===== config.mk =====
export PLATFORM = sky130hd
export DESIGN_NAME = burst_addr_counter
export DESIGN_NICKNAME = d
export VERILOG_FILES = /design/src/rtl/bac_pkg.sv /design/src/rtl/bac_op_decode.sv /design/src/rtl/bac_next_addr.sv /design/src/rtl/bac_addr_reg.sv /design/src/rtl/burst_addr_counter.sv
export SDC_FILE = /design/constraint.sdc
export NUM_CORES = 1
export LEC_CHECK = 0
export ABC_CLOCK_PERIOD_IN_PS = 1300
export BUFFER_PORTS_ARGS = -buffer_cell sky130_fd_sc_hd__buf_2
export CAP_MARGIN = 5
export CORE_MARGIN = 4
export CORE_UTILIZATION = 42
export DETAILED_ROUTE_END_ITERATION = 7
export HOLD_SLACK_MARGIN = 0.06
export PLACE_DENSITY_LB_ADDON = 0.25
export SETUP_SLACK_MARGIN = 0.5
export SLEW_MARGIN = 20
export SYNTH_ARGS = -nofsm -noshare
export SYNTH_HDL_FRONTEND = slang
export SYNTH_SLANG_ARGS = --single-unit

===== constraint.sdc =====
create_clock -name clk -period 1.3 [get_ports clk]
set_clock_uncertainty 0.05 [all_clocks]
set_input_delay 0.065 -clock clk [delete_from_list [all_inputs] [get_ports clk]]
set_output_delay 0.065 -clock clk [all_outputs]
set_load 0.005 [all_outputs]

===== src/rtl/bac_pkg.sv =====
package bac_pkg;
  typedef enum logic [1:0] {
    OP_CLR  = 2'd0,
    OP_LOAD = 2'd1,
    OP_HOLD = 2'd2,
    OP_INC  = 2'd3
  } bac_op_t;
endpackage


===== src/rtl/bac_op_decode.sv =====
// Priority select of the address source: clear, then load, then advance, else hold.
module bac_op_decode
  import bac_pkg::*;
(
  input  logic    clr_n,
  input  logic    load_n,
  input  logic    adv_n,
  output bac_op_t op
);
  always_comb begin
    if (!clr_n)       op = OP_CLR;
    else if (!load_n) op = OP_LOAD;
    else if (!adv_n)  op = OP_INC;
    else              op = OP_HOLD;
  end
endmodule


===== src/rtl/bac_next_addr.sv =====
// Next-address mux; the incrementer wraps modulo 2**AW.
module bac_next_addr
  import bac_pkg::*;
#(
  parameter int AW = 17
) (
  input  bac_op_t         op,
  input  logic [AW-1:0]   ext_addr,
  input  logic [AW-1:0]   cur_addr,
  output logic [AW-1:0]   nxt_addr
);
  localparam logic [AW-1:0] ONE = AW'(1);

  logic [AW-1:0] inc_addr;
  assign inc_addr = cur_addr + ONE;

  always_comb begin
    unique case (op)
      OP_CLR:  nxt_addr = '0;
      OP_LOAD: nxt_addr = ext_addr;
      OP_INC:  nxt_addr = inc_addr;
      default: nxt_addr = cur_addr;
    endcase
  end
endmodule


===== src/rtl/bac_addr_reg.sv =====
// Address register with synchronous active-high reset.
module bac_addr_reg #(
  parameter int AW = 17
) (
  input  logic          clk,
  input  logic          rst,
  input  logic [AW-1:0] d,
  output logic [AW-1:0] q
);
  always_ff @(posedge clk) begin
    if (rst) q <= '0;
    else     q <= d;
  end
endmodule


===== src/rtl/burst_addr_counter.sv =====
module burst_addr_counter
  import bac_pkg::*;
#(
  parameter int ADDR_W = 17
) (
  input  logic              clk,
  input  logic              rst,
  input  logic              clr_n,
  input  logic              load_n,
  input  logic              adv_n,
  input  logic [ADDR_W-1:0] ext_addr,
  output logic [ADDR_W-1:0] addr_q
);
  bac_op_t           op;
  logic [ADDR_W-1:0] nxt_addr;

  bac_op_decode u_dec (
    .clr_n  (clr_n),
    .load_n (load_n),
    .adv_n  (adv_n),
    .op     (op)
  );

  bac_next_addr #(.AW(ADDR_W)) u_nxt (
    .op       (op),
    .ext_addr (ext_addr),
    .cur_addr (addr_q),
    .nxt_addr (nxt_addr)
  );

  bac_addr_reg #(.AW(ADDR_W)) u_reg (
    .clk (clk),
    .rst (rst),
    .d   (nxt_addr),
    .q   (addr_q)
  );
endmodule


# == Word level (Yosys, flattened, before mapping) ==
# Cells that the tools add are included.
# W data, S select, Z words.
# word_totals
regBits,17
in_bits,22
out_inout_bits,17
# classes
addsub,1
n_eq_ne,2
n_mux,4
reduce_logical,2
# ops
operator,count
$pmux W17 S3,1
$add A17 B1 Y17 const B,1
$mux W2,2
$reduce_bool A3 Y1,1
$eq A2 B1 Y1 const B,1
$eq A2 B2 Y1 const B,1
$logic_not A2 Y1,1
$mux W1,1

# == Depth between registers and ports, before layout ==
# Gate-level depths: netlist of run 1.
# depth
depth_word,5
ltp_mapped,5
mapped_depth_nobuf,5

# == Cells and area by module ==
# Synthesis of run 1 repeated with hierarchy kept, for this count alone.
# hier_totals
hier_cells,139
hier_area_um2,1158.6
# modules_own_cells
module,instances,cells_each,area_each_um2,seq_area_each_um2
bac_next_addr,1,102,665.6,0.0
bac_addr_reg,1,35,475.5,340.3
bac_op_decode,1,2,17.5,0.0

# == Worst setup path before layout of run 1 ==
# No wires, ideal clock.
# synth_path
path_kind,register to register
from,reg u_reg.q[0]
to,reg u_reg.q[4]
setup_time_ps,86
arrival_time_ps,1242
required_ps,1164
path_slack_ps,-78
path_stages_with_launch,6
synth_period_minus_slack_ps,1378
cell_sequence,dfxtp_1 -> ha_1 -> nor2b_1 -> nand3_1 -> xor2_1 -> a211oi_1
# synth_via
elab_chain_cells,2
# synth_lines
item,line_no,text
from (decl),bac_addr_reg.sv:8,output logic [AW-1:0] q
from (signal assigned),bac_addr_reg.sv:11,if (rst) q <= '0;
from (signal assigned),bac_addr_reg.sv:12,else q <= d;
$add A17 B1 Y17,bac_next_addr.sv:15,assign inc_addr = cur_addr + ONE;
$pmux W17 S3,bac_next_addr.sv:18,unique case (op)
# Every way passes these cells.
# A chain may end at the register's enable or synchronous reset.

# == Worst setup path in the final report of run 1 ==
# layout_path
from,reg u_reg.q[0]
to,reg u_reg.q[8]
# Same word-level chain as after synthesis.

==> results_dict.tcl, run 1 <==
set metrics [dict create \
    top_register "u_reg.q" \
    crit_slowest_cell "dfxtp_4" \
    maxCapViolCount 0 \
    antenna_found_initial 0 \
    ant_nets 0 \
    clock_sinks 17 \
    worstSetupPathType "reg2reg" \
    p_per_area_nw_per_um2 612 \
    placed_area_um2 1360 \
    max_freq_mhz 673 \
    grt_max_degree 30 \
    core_um2 2210 \
    finalWirelength_um 3970 \
    area_growth_pct 95.4 \
    top_regs "u_reg.q (17)" \
    final_cell_mix "buf_2 (29), buf_4 (22), buf_6 (19)" \
    async_reset_ff_frac 0 \
    firstDrtPassIters 7 \
    synth_nets 137 \
    r2r-end "u_reg.q[8]$_SDFFE_PP0P_" \
    slew_viol_final 0 \
    ir_worst_vdd_uv 610 \
    fp.dieH_um 56.2 \
    crit_buf_inv 1 \
    setup_viol 14 \
    synth-xor-area-share 0.135 \
    finalHoldViolCount 1 \
    max_slew_margin 0.642 \
    reg2reg_slack_ns -0.19 \
    ys_ff_latch 17 \
    via_per_inst 5.68 \
    cts.clk_slew.worst_paths_ns 0.10 \
    worstMarginPinSlew_ns 0.538 \
    dp_hpwl_um 2080 \
    drive_gt1_frac 0.584 \
    leakage_nw 0.809 \
    finalCritPeriodShare 1.14 \
    final.setup.worst_slack_ns -0.185 \
    wl_per_cell_um 17.6 \
    clockBufferDepth 2 \
    cpPeakStageDelay_ns 0.38 \
    gp_congestion 0.770 \
    synth_cells 114 \
    ys_dominant_reg_cell "dfxtp_1" \
    portBuffers 38 \
    vias 1279 \
    cts_root_buf "clkbuf_4" \
    dieArea_um2 3160 \
    violations "hold timing, setup timing" \
    yosys_warnings 0 \
    final_common_cell "buf_2" \
    yosysSeqAreaShare 0.349 \
    hold_depth 3 \
    final_area_um2 1900 \
    hold_buffers 12 \
    crit_fanout 4 \
    final_util 0.861 \
    synthMuxAreaShare 0.0205 \
    synth-compound-area-share 0.175 \
    grt_pass1_vias 1227 \
    critical_path_required_ns 1.43 \
    yosys.area_share.simple 0.262 \
    rsz0062_at_grt "yes" \
    path_cells "ha_4, nand3b_1, buf_4, nor3_4, xnor2_1, a21oi_1" \
    fin_nets 221 \
    largest_reg_flops 17 \
    tritoncts "built" \
    drc 0 \
    synthAdderAreaFrac 0.0128 \
    cts_buffers 3 \
    fillers 122 \
    min_period_ns 1.49 \
    io-pin-count 39 \
    syn-cell-area_um2 975 \
    grt_pass1_wl_um 5590 \
    startpoint_type "register" \
    initial_core_util 0.441 \
    insertion_delay_ns 0.31 \
    hp-start "ext_addr[7]" \
    antenna_cells 0 \
    path_delay_family "flip-flops" \
    synth.avg_cell_area_um2 8.55 \
    ctsHtreeMaxLevel 1 \
    first_iter_violations 54 \
    r2r-start "u_reg.q[0]$_SDFFE_PP0P_" \
    rows 17 \
    overflow 0 \
    ys_types 27 \
    status "finished, violations left" \
    hp-class "in2reg" \
    arrival_ns 1.62 \
    synth_top_family_by_area "simple AND/OR/NAND/NOR gates" \
    whs_ns -0.0000207 \
    grtUsageTotal 0.226 \
    worstRegToRegCells 6 \
    hold_end "u_reg.q[7]$_SDFFE_PP0P_" \
    end_kind "register" \
    dieWidth_um 56.2 \
    synth_edf_count 0 \
]
[where the power goes]
part | internal [mW] | switching (mW) | total, mW
combinational | 0.168 | 0.120 | 0.287
clock | 0.115 | 0.196 | 0.312
sequential | 0.535 | 0.0323 | 0.567
[routing by layer]
metal	vias to the layer above	share of wire	track usage
met4	0	0.037	0.125
met1	603	0.37	0.254
met3	17	0.071	0.0348
met5	-	0	0
li1	584	-	-
met2	75	0.52	0.401
[tightest hold or removal path, stage by stage]
cell and delay, ns:
buf_2 0.07, o21ai_0 0.07, a21oi_1 0.12
[kinds of logic after synthesis]
kind of cell	after synthesis
AND/OR/NAND/NOR	40
AO/OA/AOI/OAI	29
flip-flops	17
XOR/XNOR	15
buffers and inverters	10
multiplexers	2
adder cells (fa/ha/maj)	1
[what timing repair did]
item | in CTS | in global routing
pin swaps | 9 | 10
endpoints found under the hold margin | 13 | 1
gates resized for setup | 22 | 24
endpoints found under the setup margin | 34 | 34
setup buffers | 11 | 8
gates cloned | 1 | 0
[Yosys cell counts (3+ instances only)]
cell	number	area [um^2]
o21ai_0	8	40.0
nor2b_1	6	37.5
a21oi_1	7	35.0
dfxtp_1	17	340
xnor2_1	13	114
nand2_1	3	11.3
clkbuf_1	5	18.8
a31oi_1	5	31.3
nor3_1	6	30.0
inv_1	3	11.3
nand3_1	5	25.0
nor2_1	7	26.3
a211oi_1	4	30.0
o22ai_1	4	25.0
nor4_2	4	50.1
[how the worst max path moves through the flow]
| stage | start | end | slack, ns | cells past startpoint |
|---|---|---|---|---|
| 3_3_place_gp | u_reg.q[0]$_SDFFE_PP0P_ | u_reg.q[8]$_SDFFE_PP0P_ | -0.09 | 5 |
| 6_report | u_reg.q[0]$_SDFFE_PP0P_ | u_reg.q[8]$_SDFFE_PP0P_ | -0.19 | 6 |
| 5_1_grt | u_reg.q[0]$_SDFFE_PP0P_ | u_reg.q[8]$_SDFFE_PP0P_ | -0.22 | 6 |
| 3_5_place_dp | u_reg.q[3]$_SDFFE_PP0P_ | u_reg.q[16]$_SDFFE_PP0P_ | -0.16 | 5 |
| 2_1_floorplan | u_reg.q[4]$_SDFFE_PP0P_ | u_reg.q[14]$_SDFFE_PP0P_ | 0.02 | 5 |
| 4_1_cts | u_reg.q[0]$_SDFFE_PP0P_ | u_reg.q[12]$_SDFFE_PP0P_ | -0.09 | 6 |
[metrics by stage]
stage	hold WS (ns)	setup TNS (ns)	std cells	setup slack [ns]	total power [mW]
6_report	-0.0000207	-1.32	225	-0.185	1.17
3_3_place_gp	0.252	-0.470	189	-0.0884	0.759
2_1_floorplan	0.158	0	114	0.0211	0.666
4_1_cts	-0.00359	-0.445	217	-0.0932	1.12
3_5_place_dp	0.264	-0.895	189	-0.165	0.767
5_1_grt	0.00491	-2.16	225	-0.223	1.21
[area by class of cell]
type                       count  area (um^2)  area share
clock buffer                   3         22.5      0.0118
clock inverter                 1         5.00     0.00263
sequential                    17          383       0.201
tap                           28         35.0      0.0184
inverter                       3         11.3     0.00591
multi-input combinational     88          748       0.393
timing repair buffer          85          699       0.367
(Power assumes the default switching activity.)
==> run 2, diff against run 1 <==
--- a/config.mk
+++ b/config.mk
@@ -8,6 +8,7 @@
 export ABC_CLOCK_PERIOD_IN_PS = 1300
 export BUFFER_PORTS_ARGS = -buffer_cell sky130_fd_sc_hd__buf_2
 export CAP_MARGIN = 5
+export CORE_ASPECT_RATIO = 0.8
 export CORE_MARGIN = 4
 export CORE_UTILIZATION = 42
 export DETAILED_ROUTE_END_ITERATION = 7
==> run 2 against run 1 <==
  * The flow finishes with violations (setup timing)
  * Combinational power down 2%
  * Critical endpoint is now u_reg.q[13]$_SDFFE_PP0P_
  * Largest power group unchanged
  * Die area up 0.14%
  * Sequential share of layout area grew 0.90 points
  * Count of clock-buffer cells in the layout is 1 higher
==> results_dict.tcl, run 2 (synthesis gave the netlist of run 1 again) <==
set metrics [dict create \
    final_area_um2 1850 \
    dieWidth_um 61.9 \
    dp_hpwl_um 2080 \
    rows 15 \
    largest_reg_flops 17 \
    finalCritPeriodShare 1.05 \
    reg2reg_slack_ns -0.07 \
    final_common_cell "buf_2" \
    dieArea_um2 3160 \
    ant_nets 0 \
    tritoncts "built" \
    top_regs "u_reg.q (17)" \
    worstRegToRegCells 6 \
    grt_max_degree 14 \
    final.setup.worst_slack_ns -0.0674 \
    tns_ns -0.399 \
    violations "setup timing" \
    first_iter_violations 99 \
    drc 0 \
    end_kind "register" \
    hp-start "ext_addr[8]" \
    via_per_inst 5.62 \
    grt_pass1_vias 1195 \
    vias 1180 \
    status "finished, violations left" \
    finalNonFillerCells 210 \
    post-place-ws_ns -0.0741 \
    p_per_area_nw_per_um2 621 \
    clock_sinks 17 \
    core_um2 2180 \
    path_cells "nand4_4, buf_6, buf_4, nor4_4, xnor2_1, o22ai_1" \
    finalWirelength_um 4060 \
    overflow 0 \
    hold_end "u_reg.q[8]$_SDFFE_PP0P_" \
    fp.dieH_um 51.1 \
    finalHoldViolCount 0 \
    hold_buffers 12 \
    worstSetupPathType "reg2reg" \
    area_growth_pct 89.5 \
    crit_fanout 6 \
    grtUsageTotal 0.277 \
    cts_root_buf "clkbuf_4" \
    critical_path_required_ns 1.43 \
    worstMarginPinSlew_ns 0.457 \
    antenna_found_initial 0 \
    drive_gt1_frac 0.568 \
    gp_congestion 0.756 \
    initial_core_util 0.448 \
    insertion_delay_ns 0.30 \
    hp-class "in2reg" \
    grt_pass1_wl_um 6090 \
    max_slew_margin 0.695 \
    min_period_ns 1.37 \
    maxCapViolCount 0 \
    fin_nets 209 \
    setup_viol 10 \
    arrival_ns 1.50 \
    startpoint_type "register" \
    clockBufferDepth 2 \
    firstDrtPassIters 4 \
    leakage_nw 0.804 \
    wl_per_cell_um 19.3 \
    r2r-start "u_reg.q[4]$_SDFFE_PP0P_" \
    cts_buffers 3 \
    power_mw 1.15 \
    multiInputGateArea_um2 782 \
    hold_depth 3 \
    slew_viol_final 0 \
    ctsHtreeMaxLevel 1 \
    top_register "u_reg.q" \
    ir_worst_vdd_uv 659 \
    fillers 120 \
    cpPeakStageDelay_ns 0.39 \
    r2r-end "u_reg.q[13]$_SDFFE_PP0P_" \
    portBuffers 38 \
    cts.clk_slew.worst_paths_ns 0.10 \
    antenna_cells 0 \
    crit_slowest_cell "dfxtp_2" \
    regArea_um2 388 \
    dpl.cell_count 186 \
    max_freq_mhz 731 \
    final_util 0.848 \
    whs_ns 0.0322 \
    rsz0062_at_grt "yes" \
    io-pin-count 39 \
    placed_area_um2 1370 \
    final_cell_mix "buf_2 (29), buf_6 (22), dlygate4sd3_1 (12)" \
]
==> run 2: cell types whose count changed in the layout (fill, tap and decap cells not counted), sizes merged <==
cell,previous run,this run
nand4,5,4
clkinv,1,0
buf,73,62
clkbuf,3,4
==> run 2: how the worst max path moves through the flow <==
stage,end,from,cells past startpoint
after CTS,u_reg.q[15]$_SDFFE_PP0P_,u_reg.q[0]$_SDFFE_PP0P_,5
after detailed placement,u_reg.q[8]$_SDFFE_PP0P_,u_reg.q[0]$_SDFFE_PP0P_,5
after global placement,u_reg.q[14]$_SDFFE_PP0P_,u_reg.q[5]$_SDFFE_PP0P_,5
final,u_reg.q[13]$_SDFFE_PP0P_,u_reg.q[4]$_SDFFE_PP0P_,6
after floorplan,u_reg.q[14]$_SDFFE_PP0P_,u_reg.q[4]$_SDFFE_PP0P_,5
after global routing,u_reg.q[13]$_SDFFE_PP0P_,u_reg.q[4]$_SDFFE_PP0P_,6
==> run 2: timing repair <==
action                                  4_1_cts  5_1_grt
pin swaps                                    11        9
hold endpoints to repair                     13        1
gates resized for setup                      46       10
endpoints found under the setup margin       34       34
setup buffers                                 5        3
==> run 2: layer usage <==
layer	part of all wire	GRT usage	wire [um]	up-vias
li1	-	-	-	557
met1	0.40	0.327	1640	569
met2	0.51	0.430	2060	48
met3	0.072	0.101	291	6
met4	0.017	0.145	68	0
met5	0	0	0	-
==> run 2: final cells by class <==
type	count	area share
flip-flops and latches	17	0.210
multi-input cells	87	0.423
repair buffers	74	0.329
well taps	25	0.0169
inverters	3	0.00610
clock buffers	4	0.0142
==> run 2: power breakdown <==
| group | internal (mW) | switching [mW] | total [mW] |
|---|---|---|---|
| logic | 0.160 | 0.121 | 0.281 |
| clock network | 0.120 | 0.179 | 0.299 |
| registers | 0.532 | 0.0352 | 0.567 |
| total | 0.812 | 0.336 | 1.15 |
==> run 2: critical path, delay by kind of cell (launching register included) <==
family	cells	cell delay, ns
flops	1	0.39
xor+xnor	1	0.14
simple gates	2	0.27
compound gates	1	0.08
buf+inv	2	0.31
==> run 3, diff against run 2 <==
--- a/config.mk
+++ b/config.mk
@@ -10,7 +10,7 @@
 export CAP_MARGIN = 5
 export CORE_ASPECT_RATIO = 0.8
 export CORE_MARGIN = 4
-export CORE_UTILIZATION = 42
+export CORE_UTILIZATION = 45
 export DETAILED_ROUTE_END_ITERATION = 7
 export HOLD_SLACK_MARGIN = 0.06
 export PLACE_DENSITY_LB_ADDON = 0.25
@@ -18,4 +18,5 @@
 export SLEW_MARGIN = 20
 export SYNTH_ARGS = -nofsm -noshare
 export SYNTH_HDL_FRONTEND = slang
+export SYNTH_HIERARCHICAL = 1
 export SYNTH_SLANG_ARGS = --single-unit
==> run 3 against run 2 <==
  * The flow still finishes with violations (setup timing)
  * Count of clock-buffer cells in the layout unchanged
  * Synthesized cell count increased by 22%
  * Fmax down 16%
  * Sequential power about the same
  * Global-route usage fell by 1.0 points
  * First-iteration DRC count rose by 23%
  * Wire length rose by 35%
  * Combinational power is 32% higher
  * Flip-flop and latch count unchanged
  * Die area increased by 9.4%
  * Cell count rose by 26%
  * Register-to-register slack worse by 0.26 ns
==> results_dict.tcl, run 3 <==
set metrics [dict create \
    finalCritPeriodShare 1.25 \
    arrival_ns 1.84 \
    setup_viol 15 \
    grt_pass1_wl_um 6960 \
    worstRegToRegCells 6 \
    grt_pass1_vias 1441 \
    violations "setup timing" \
    synth_edf_count 0 \
    drive_gt1_frac 0.659 \
    max_slew_margin 0.756 \
    rows 16 \
    final_util 0.882 \
    final_cell_mix "buf_6 (37), buf_4 (31), buf_2 (24)" \
    r2r-start "u_reg/q[3]$_SDFF_PP0_" \
    final_common_cell "buf_6" \
    synth_top_area_share 0.294 \
    yosys_warnings 6 \
    yosysSeqAreaShare 0.294 \
    async_reset_ff_frac 0 \
    tritoncts "built" \
    ctsHtreeMaxLevel 1 \
    worstMarginPinSlew_ns 0.363 \
    dpl.cell_count 242 \
    worstSetupPathType "reg2reg" \
    min_period_ns 1.63 \
    grt_max_degree 18 \
    gp_congestion 0.843 \
    first_iter_violations 122 \
    synth.area.top_cells "dfxtp_1 (29%), and2b_2 (6.0%), nor2b_1 (5.9%)" \
    slew_viol_final 0 \
    synth_nets 162 \
    vias 1616 \
    status "finished, violations left" \
    pwr-share-clk 0.255 \
    clockBufferDepth 2 \
    synth_area_leader_cell "dfxtp_1" \
    syn-cell-area_um2 1160 \
    fin_nets 253 \
    crit_start "u_reg/q[3]$_SDFF_PP0_" \
    dieWidth_um 64.7 \
    finalHoldViolCount 0 \
    antenna_found_initial 0 \
    firstDrtPassIters 4 \
    path_cells "buf_6, nand4_1, nor3_1, mux2_4, a32o_2, nor2b_1" \
    ys_ff_latch 17 \
    largest_reg_flops 17 \
    antenna_cells 0 \
    ys_dominant_reg_cell "dfxtp_1" \
    ir_worst_vdd_uv 816 \
    reg2reg_slack_ns -0.33 \
    top_register "u_reg/q" \
    io-pin-count 39 \
    max_freq_mhz 613 \
    internal_power_uw 865 \
    cts_root_buf "clkbuf_4" \
    switching_power_uw 394 \
    final.setup.worst_slack_ns -0.331 \
    crit_slowest_cell "dfxtp_4" \
    cts.clk_slew.worst_paths_ns 0.11 \
    core_um2 2460 \
    top_regs "u_reg/q (17)" \
    synth_commonest_cells "dfxtp_1 (17), nand2_1 (14), nor2b_1 (11)" \
    fillers 125 \
    swShare 0.313 \
    power_mw 1.26 \
    r2r-end "u_reg/q[7]$_SDFF_PP0_" \
    portBuffers 38 \
    critical_path_required_ns 1.51 \
    clock_sinks 17 \
    insertion_delay_ns 0.32 \
    crit_fanout 4 \
    end_kind "register" \
    synth.avg_cell_area_um2 8.34 \
    ant_nets 0 \
    wl_per_cell_um 20.6 \
    crit_end "u_reg/q[7]$_SDFF_PP0_" \
    startpoint_type "register" \
    overflow 0 \
    combPwrFrac 0.295 \
    finalWirelength_um 5470 \
    via_per_inst 6.10 \
    seqPwrFrac 0.450 \
    dp_hpwl_um 2790 \
    p_per_area_nw_per_um2 580 \
    cts_buffers 3 \
    drc 0 \
    leakage_nw 0.979 \
    rsz0062_at_grt "yes" \
    fp.dieH_um 53.4 \
    ys_types 45 \
    cpPeakStageDelay_ns 0.39 \
    grtUsageTotal 0.267 \
    dieArea_um2 3460 \
    area_growth_pct 87.5 \
    yosysMostFrequentCell "dfxtp_1" \
    finalNonFillerCells 265 \
    initial_core_util 0.471 \
    hp-class "in2reg" \
    synth_cells 139 \
    maxCapViolCount 0 \
]
==> run 3: area by class of cell <==
class | instances | area (um^2) | area share
clock buffer | 4 | 26.3 | 0.0121
inverter | 2 | 7.51 | 0.00346
multi-input combinational | 113 | 917 | 0.422
sequential | 17 | 387 | 0.178
tap | 36 | 45.0 | 0.0207
timing repair buffer | 93 | 790 | 0.363
==> run 3: kinds of logic after synthesis <==
kind of cell               synth area share
AOI/OAI and AO/OA                     0.218
and+or+nand+nor                       0.375
buffers and inverters                0.0410
muxes                                0.0540
adders and majority gates            0.0108
xor gates and xnor gates            0.00756
DFF                                   0.294
==> run 3: what timing repair did <==
action,in CTS,in global routing
hold endpoints to repair,5,1
pin swaps,15,19
resized for setup,39,25
buffers inserted,8,11
setup endpoints to repair,34,34
==> run 3: power groups by stage <==
stage	Clock (mW)	Combinational [mW]	Sequential, mW
CTS	0.309	0.319	0.563
finish	0.321	0.372	0.566
global placement	0	0.263	0.573
detailed placement	0	0.272	0.575
global route	0.339	0.395	0.569
floorplan	0	0.133	0.584
==> run 3: worst min path at each step <==
| stage | from | end | cells past startpoint |
|---|---|---|---|
| CTS | ext_addr[9] | u_reg/q[9]$_SDFF_PP0_ | 3 |
| finish | ext_addr[11] | u_reg/q[11]$_SDFF_PP0_ | 3 |
| floorplan | rst | u_reg/q[7]$_SDFF_PP0_ | 2 |
| global route | ext_addr[0] | u_reg/q[0]$_SDFF_PP0_ | 3 |
| global placement | ext_addr[9] | u_reg/q[9]$_SDFF_PP0_ | 3 |
| detailed placement | ext_addr[9] | u_reg/q[9]$_SDFF_PP0_ | 3 |
==> run 3: through the flow <==
step | instance area (um^2) | setup TNS [ns] | setup slack [ns] | hold WS (ns)
floorplan | 1290 | -0.622 | -0.176 | 0.196
global placement | 1750 | -1.57 | -0.192 | 0.340
detailed placement | 1750 | -2.07 | -0.252 | 0.341
CTS | 1990 | -2.20 | -0.227 | 0.0200
global route | 2170 | -4.23 | -0.384 | 0.0535
finish | 2170 | -3.31 | -0.331 | 0.0432
==> run 3: per-layer routing <==
layer | wire length [um] | up-vias | share of wire | global-route usage
met5 | 0 | - | 0 | 0
met2 | 2590 | 120 | 0.47 | 0.470
met4 | 365 | 0 | 0.067 | 0.0877
li1 | - | 706 | - | -
met1 | 1970 | 758 | 0.36 | 0.321
met3 | 549 | 32 | 0.10 | 0.0616
==> run 3: critical path, delay by kind of cell (launching register included) <==
kind | cells | cell delay, ns
and+or+nand+nor | 3 | 0.67
AOI/OAI and AO/OA | 1 | 0.13
DFF | 1 | 0.39
buffers and inverters | 1 | 0.10
muxes | 1 | 0.24
